===== src/rtl/fwc_pkg.sv =====
package fwc_pkg;

  typedef enum logic [1:0] {
    ST_IDLE = 2'd0,
    ST_WAIT = 2'd1,
    ST_DONE = 2'd2
  } fwc_phase_e;

  // Suggested stall count: floor(mhz / step), saturated at cap.
  function automatic int unsigned wait_for_mhz(input int unsigned mhz,
                                               input int unsigned step,
                                               input int unsigned cap);
    int unsigned q;
    q = (step == 0) ? cap : mhz / step;
    return (q > cap) ? cap : q;
  endfunction

  // True when a request is taken at this edge.
  function automatic logic take_req(input logic valid, input logic busy_now,
                                    input logic done_now);
    return valid && (!busy_now || done_now);
  endfunction

endpackage


===== src/rtl/fwc_cfg.sv =====
module fwc_cfg #(
  parameter int WW       = 2,
  parameter int FW       = 10,
  parameter int STEP_MHZ = 30
) (
  input  logic          clk,
  input  logic          rst_n,
  input  logic          we,
  input  logic [WW-1:0] wdata,
  input  logic [FW-1:0] clk_mhz,
  output logic [WW-1:0] wait_q,
  output logic [WW-1:0] rec
);
  import fwc_pkg::*;
  localparam int unsigned MAXW = (1 << WW) - 1;

  always_ff @(posedge clk) begin
    if (!rst_n)   wait_q <= WW'(MAXW);
    else if (we)  wait_q <= wdata;
  end

  always_comb begin
    int unsigned r;
    r   = wait_for_mhz(int'(clk_mhz), STEP_MHZ, MAXW);
    rec = WW'(r);
  end
endmodule


===== src/rtl/fwc_stall.sv =====
module fwc_stall #(
  parameter int WW = 2
) (
  input  logic          clk,
  input  logic          rst_n,
  input  logic          req_valid,
  input  logic [WW-1:0] wait_in,
  output logic          accept,
  output logic          busy,
  output logic          done,
  output fwc_pkg::fwc_phase_e phase
);
  import fwc_pkg::*;
  logic [WW-1:0] cnt_q;
  logic          busy_q;

  assign busy   = busy_q;
  assign done   = busy_q && (cnt_q == '0);
  assign accept = take_req(req_valid, busy_q, done);
  assign phase  = !busy_q ? ST_IDLE : (done ? ST_DONE : ST_WAIT);

  always_ff @(posedge clk) begin
    if (!rst_n) begin
      busy_q <= 1'b0;
      cnt_q  <= '0;
    end else if (accept) begin
      busy_q <= 1'b1;
      cnt_q  <= wait_in;
    end else if (done) begin
      busy_q <= 1'b0;
    end else if (busy_q) begin
      cnt_q <= cnt_q - WW'(1);
    end
  end
endmodule


===== src/rtl/fwc_path.sv =====
module fwc_path #(
  parameter int AW = 16,
  parameter int DW = 32
) (
  input  logic          clk,
  input  logic          rst_n,
  input  logic          accept,
  input  logic [AW-1:0] req_addr,
  input  logic          done,
  input  logic [DW-1:0] fl_rdata,
  output logic [AW-1:0] fl_addr,
  output logic [DW-1:0] rsp_data
);
  logic [AW-1:0] addr_q;

  always_ff @(posedge clk) begin
    if (!rst_n)      addr_q <= '0;
    else if (accept) addr_q <= req_addr;
  end

  assign fl_addr  = addr_q;
  assign rsp_data = done ? fl_rdata : '0;
endmodule


===== src/rtl/flash_wait_ctrl.sv =====
module flash_wait_ctrl #(
  parameter int AW       = 16,
  parameter int DW       = 32,
  parameter int WW       = 2,
  parameter int FW       = 10,
  parameter int STEP_MHZ = 30
) (
  input  logic          clk,
  input  logic          rst_n,
  input  logic          cfg_we,
  input  logic [WW-1:0] cfg_wdata,
  output logic [WW-1:0] cfg_wait,
  input  logic [FW-1:0] clk_mhz,
  output logic [WW-1:0] rec_wait,
  input  logic          req_valid,
  input  logic [AW-1:0] req_addr,
  output logic          busy,
  output logic          rsp_ready,
  output logic [DW-1:0] rsp_data,
  output logic          fl_rd,
  output logic [AW-1:0] fl_addr,
  input  logic [DW-1:0] fl_rdata
);
  logic                accept_w;
  logic                done_w;
  logic                busy_w;
  fwc_pkg::fwc_phase_e phase_w;

  fwc_cfg #(.WW(WW), .FW(FW), .STEP_MHZ(STEP_MHZ)) u_cfg (
    .clk(clk), .rst_n(rst_n), .we(cfg_we), .wdata(cfg_wdata),
    .clk_mhz(clk_mhz), .wait_q(cfg_wait), .rec(rec_wait)
  );

  fwc_stall #(.WW(WW)) u_stall (
    .clk(clk), .rst_n(rst_n), .req_valid(req_valid), .wait_in(cfg_wait),
    .accept(accept_w), .busy(busy_w), .done(done_w), .phase(phase_w)
  );

  fwc_path #(.AW(AW), .DW(DW)) u_path (
    .clk(clk), .rst_n(rst_n), .accept(accept_w), .req_addr(req_addr),
    .done(done_w), .fl_rdata(fl_rdata), .fl_addr(fl_addr), .rsp_data(rsp_data)
  );

  assign busy      = busy_w;
  assign fl_rd     = busy_w;
  assign rsp_ready = done_w;
endmodule


===== config.mk =====
export PLATFORM = sky130hd
export DESIGN_NAME = flash_wait_ctrl
export DESIGN_NICKNAME = d
export VERILOG_FILES = /design/src/rtl/fwc_pkg.sv /design/src/rtl/fwc_cfg.sv /design/src/rtl/fwc_stall.sv /design/src/rtl/fwc_path.sv /design/src/rtl/flash_wait_ctrl.sv
export SDC_FILE = /design/constraint.sdc
export NUM_CORES = 1
export LEC_CHECK = 0
export BUFFER_PORTS_ARGS = -buffer_cell sky130_fd_sc_hd__buf_2
export CORE_ASPECT_RATIO = 2
export CORE_MARGIN = 4
export CORE_UTILIZATION = 40
export CTS_CLUSTER_DIAMETER = 200
export CTS_CLUSTER_SIZE = 20
export DETAILED_ROUTE_END_ITERATION = 8
export HOLD_SLACK_MARGIN = 0.06
export PLACE_DENSITY_LB_ADDON = 0.2
export SKIP_LAST_GASP = 1
export SLEW_MARGIN = 10
export SYNTH_ARGS = -nofsm -noshare
export SYNTH_HDL_FRONTEND = slang
export SYNTH_SLANG_ARGS = --single-unit

===== constraint.sdc =====
create_clock -name clk -period 4.64 [get_ports clk]
set_input_delay 0.696 -clock clk [delete_from_list [all_inputs] [get_ports clk]]
set_output_delay 0.696 -clock clk [all_outputs]
set_load 0.05 [all_outputs]

==> results.json <==
{
  "critical_path_peak_fanout": 10,
  "synth.yosys.seq_area_share_pct": 26.56,
  "critical-path-slowest-cell": "sky130_fd_sc_hd__a221oi_4",
  "postSynthRegisterBits": 21,
  "longest_clk_path_bufs": 2,
  "clock_latency_ns": 0.26,
  "avgRoutedWirePerCell_microns": 14.06,
  "clock_sinks": 21,
  "remaining_drc_errors": 0,
  "critical_path.max_stage_delay_ns": 0.34,
  "outcome": "completed",
  "hold_buffers": 0,
  "final.hold.worst_slack_ns": 0.4529,
  "syn-instance-count": 216,
  "fin_skew_ns": 0.004310,
  "syn_to_final_growth_pct": 39.60,
  "grt_util_met2_pct": 39.27,
  "grt_antenna_before_repair": 0,
  "routed-via-count": 1919,
  "holdPathEnd": "u_path.fl_addr[12]",
  "p_sw_mw": 0.2498,
  "grt_pass1_vias": 1948,
  "worstMarginPinSlew_ns": 0.9085,
  "min_path_cells": 2,
  "startpoint_type": "primary input",
  "report.final.setup_viol": 0,
  "gr-max-usage-layer": "met2",
  "drt-pass1-iter-count": 4,
  "finalCritPeriodShare_pct": 86.47,
  "tritoncts": "yes",
  "reg2reg_to": "u_path.fl_addr[14]",
  "grt_pass1_wl_microns": 8604,
  "fraction_of_power_consumed_by_sequential_logic_pct": 34.8,
  "syn_avg_cell_area_sq_um": 7.328,
  "critical_path.cell_chain": "buf_2 -> and3_1 -> ha_1 -> mux2_2 -> a221oi_4 -> a221o_1 -> a31oi_4 -> xnor2_2 -> a32oi_1 -> o2111ai_1 -> nand3_1 -> buf_2",
  "cts.reportedPaths.clkPinSlew_ns": 0.08,
  "async_reset_ff_share_pct": 0,
  "worstReg2RegStart": "u_stall.cnt_q[0]",
  "cell_area_after_technology_mapping_sq_mm": 0.001583,
  "timing.critical_path.arrival_ns": 3.32,
  "netlist.top_cell.by_area": "sky130_fd_sc_hd__dfxtp_1",
  "synth.distinct_cells": 45,
  "synth-edff-count": 0,
  "netSwitchingFraction_pct": 42.91,
  "clkPwrFrac_pct": 20.5,
  "finalWirelength_microns": 5243,
  "grt_use_met1_pct": 23.32,
  "cp-end-kind": "output port",
  "post-cts-setup-buffers": 0,
  "worstSetupPathType": "in2out",
  "mostFrequentLayoutCell": "sky130_fd_sc_hd__buf_2",
  "leading_cell_types_in_the_layout_fill_and_taps_excluded": "sky130_fd_sc_hd__buf_2 (117), sky130_fd_sc_hd__nand2_1 (45), sky130_fd_sc_hd__and3_1 (34)",
  "timing.final.max_slew_violations": 0,
  "drv_cap": 0,
  "antenna-diode-count": 0,
  "worstPathRequired_ns": 3.94,
  "numCtsBuffers": 3,
  "yosys-top-cells-area": "sky130_fd_sc_hd__dfxtp_1 (27%), sky130_fd_sc_hd__and3_1 (13%), sky130_fd_sc_hd__nand2_1 (11%), sky130_fd_sc_hd__a21oi_1 (7.3%), sky130_fd_sc_hd__clkbuf_1 (3.1%)",
  "vias_per_cell": 5.145,
  "place.gp.congestion": 0.8601,
  "cts.htree.levels": 1,
  "cellLeakagePower_nw": 1.284,
  "io_pins": 119,
  "design.die.area_sq_mm": 0.005088,
  "postSynth.topFlopCell": "sky130_fd_sc_hd__dfxtp_1",
  "worst_path_bufs_invs": 2,
  "critical_path.most_common_cell": "sky130_fd_sc_hd__buf_2",
  "holdCritStartpoint": "u_path.fl_addr[12]",
  "timing.max_slew.rel_slack_pct": 39.43,
  "max-vdd-ir-drop_uv": 211.2,
  "die_height_microns": 96.96,
  "synth_warnings": 0,
  "floorplan.core_area_sq_mm": 0.003844,
  "detailed_place_hpwl_microns": 4127,
  "cpLargestDelayFamily": "compound AO/OA/AOI/OAI gates",
  "comb_power_share_pct": 44.7,
  "fp.dieW_microns": 52.48,
  "reg2regPathDepth": 6,
  "grt_start_max_net_pins": 38,
  "setup-tns-final_ns": 0,
  "synth_top_cell_area_share_pct": 26.56,
  "nets": 389,
  "ctsResizeCount": 0,
  "min_period_ns": 4.012,
  "start_util_pct": 41.18,
  "finalHoldViolCount": 0,
  "grt_util_met3_pct": 3.082,
  "cell_internal_pwr_mw": 0.3323,
  "clock_tree.root_cell": "sky130_fd_sc_hd__clkbuf_8",
  "globalRoute.totalOverflow": 0,
  "detail-route-antenna-nets": 0,
  "worst_hold_path_type": "reg2reg",
  "rows": 32,
  "grt_util_all_layers_pct": 21.19,
  "number_of_i_o_port_buffers": 117,
  "drt_iter0_markers": 47,
  "post_route_cells_drive_above_1_share_pct": 40.99,
  "max_clock_freq_mhz": 249.2,
  "power_density_mw_per_mm2": 263.5,
  "worst-r2r-setup-slack_ns": 2.36,
  "post_syn_nets": 282,
  "rsz_0062_raised_after_global_routing": "false"
}
==> synthesized netlist by cell type, drive strengths merged, types with 3 or more instances <==
master	number
o211ai	3
xor2	4
mux2i	3
nand3	5
nor2b	3
a21oi	23
clkbuf	13
inv	4
buf	6
a31oi	3
nor2	9
and4b	3
o21ai	5
dfxtp	21
nand2	45
and3	34
==> worst register-to-register path: cells and delay by family (launching register included) <==
kind / cells / cell delay, ns
simple gates: 3 / 0.95
compound gates: 1 / 0.13
flops: 1 / 0.32
buf+inv: 1 / 0.06
fa+ha+maj: 1 / 0.75
==> how the worst max path moves through the flow <==
stage	start	to	slack [ns]	cells after the start
3_3_place_gp	clk_mhz[6]	rec_wait[0]	0.63	12
4_1_cts	clk_mhz[6]	rec_wait[0]	0.63	12
6_report	clk_mhz[6]	rec_wait[0]	0.63	12
2_1_floorplan	clk_mhz[8]	rec_wait[1]	0.39	12
3_5_place_dp	clk_mhz[6]	rec_wait[0]	0.63	12
5_1_grt	clk_mhz[7]	rec_wait[0]	0.46	12
==> through the flow <==
stage | power, mW | util (%) | cell area (sq um) | worst slack, ns | instances
global placement | 0.4634 | 56.28 | 2163 | 0.6343 | 369
detailed placement | 0.4662 | 56.28 | 2163 | 0.6267 | 369
global route | 0.6149 | 57.49 | 2210 | 0.4612 | 373
CTS | 0.5846 | 57.49 | 2210 | 0.6278 | 373
floorplan | 0.3977 | - | 1583 | 0.3898 | 216
finish | 0.5822 | 57.49 | 2210 | 0.6276 | 373
==> state kept, by name, summed over array words and instances, names as in the netlist <==
register / count
u_cfg.wait_q: 2
u_path.fl_addr: 16
u_stall.cnt_q: 2
u_stall.busy: 1
==> power by group through the flow <==
stage	logic (mW)	clock network (mW)	registers (mW)
floorplan	0.159	0	0.239
global placement	0.257	0	0.206
detailed placement	0.260	0	0.206
CTS	0.260	0.122	0.202
global route	0.281	0.128	0.205
finish	0.260	0.119	0.203
==> logic make-up after synthesis <==
family                     Yosys count  synth area share (%)
adders and majority gates            2                 1.581
AOI/OAI and AO/OA                   50                 22.85
buffers and inverters               24                 7.430
DFF                                 21                 26.56
xor gates and xnor gates             5                 3.241
muxes                                4                 2.609
and+or+nand+nor                    110                 35.73
==> final cells by class <==
type | count | area [sq um]
fill | 407 | 1634
multi-input combinational | 171 | 1045
timing repair buffer | 121 | 615.6
sequential | 21 | 420.4
tap | 51 | 63.81
clock buffer | 3 | 41.29
inverter | 5 | 18.77
clock inverter | 1 | 5.005
==> routing by layer <==
| layer | part of all wire (%) | vias to the layer above |
|---|---|---|
| met1 | 37 | 866 |
| met3 | 5.2 | 9 |
| met4 | 2.0 | 0 |
| li1 | - | 977 |
| met5 | 0 | - |
| met2 | 56 | 67 |
Power figures use the tool's default switching activity.
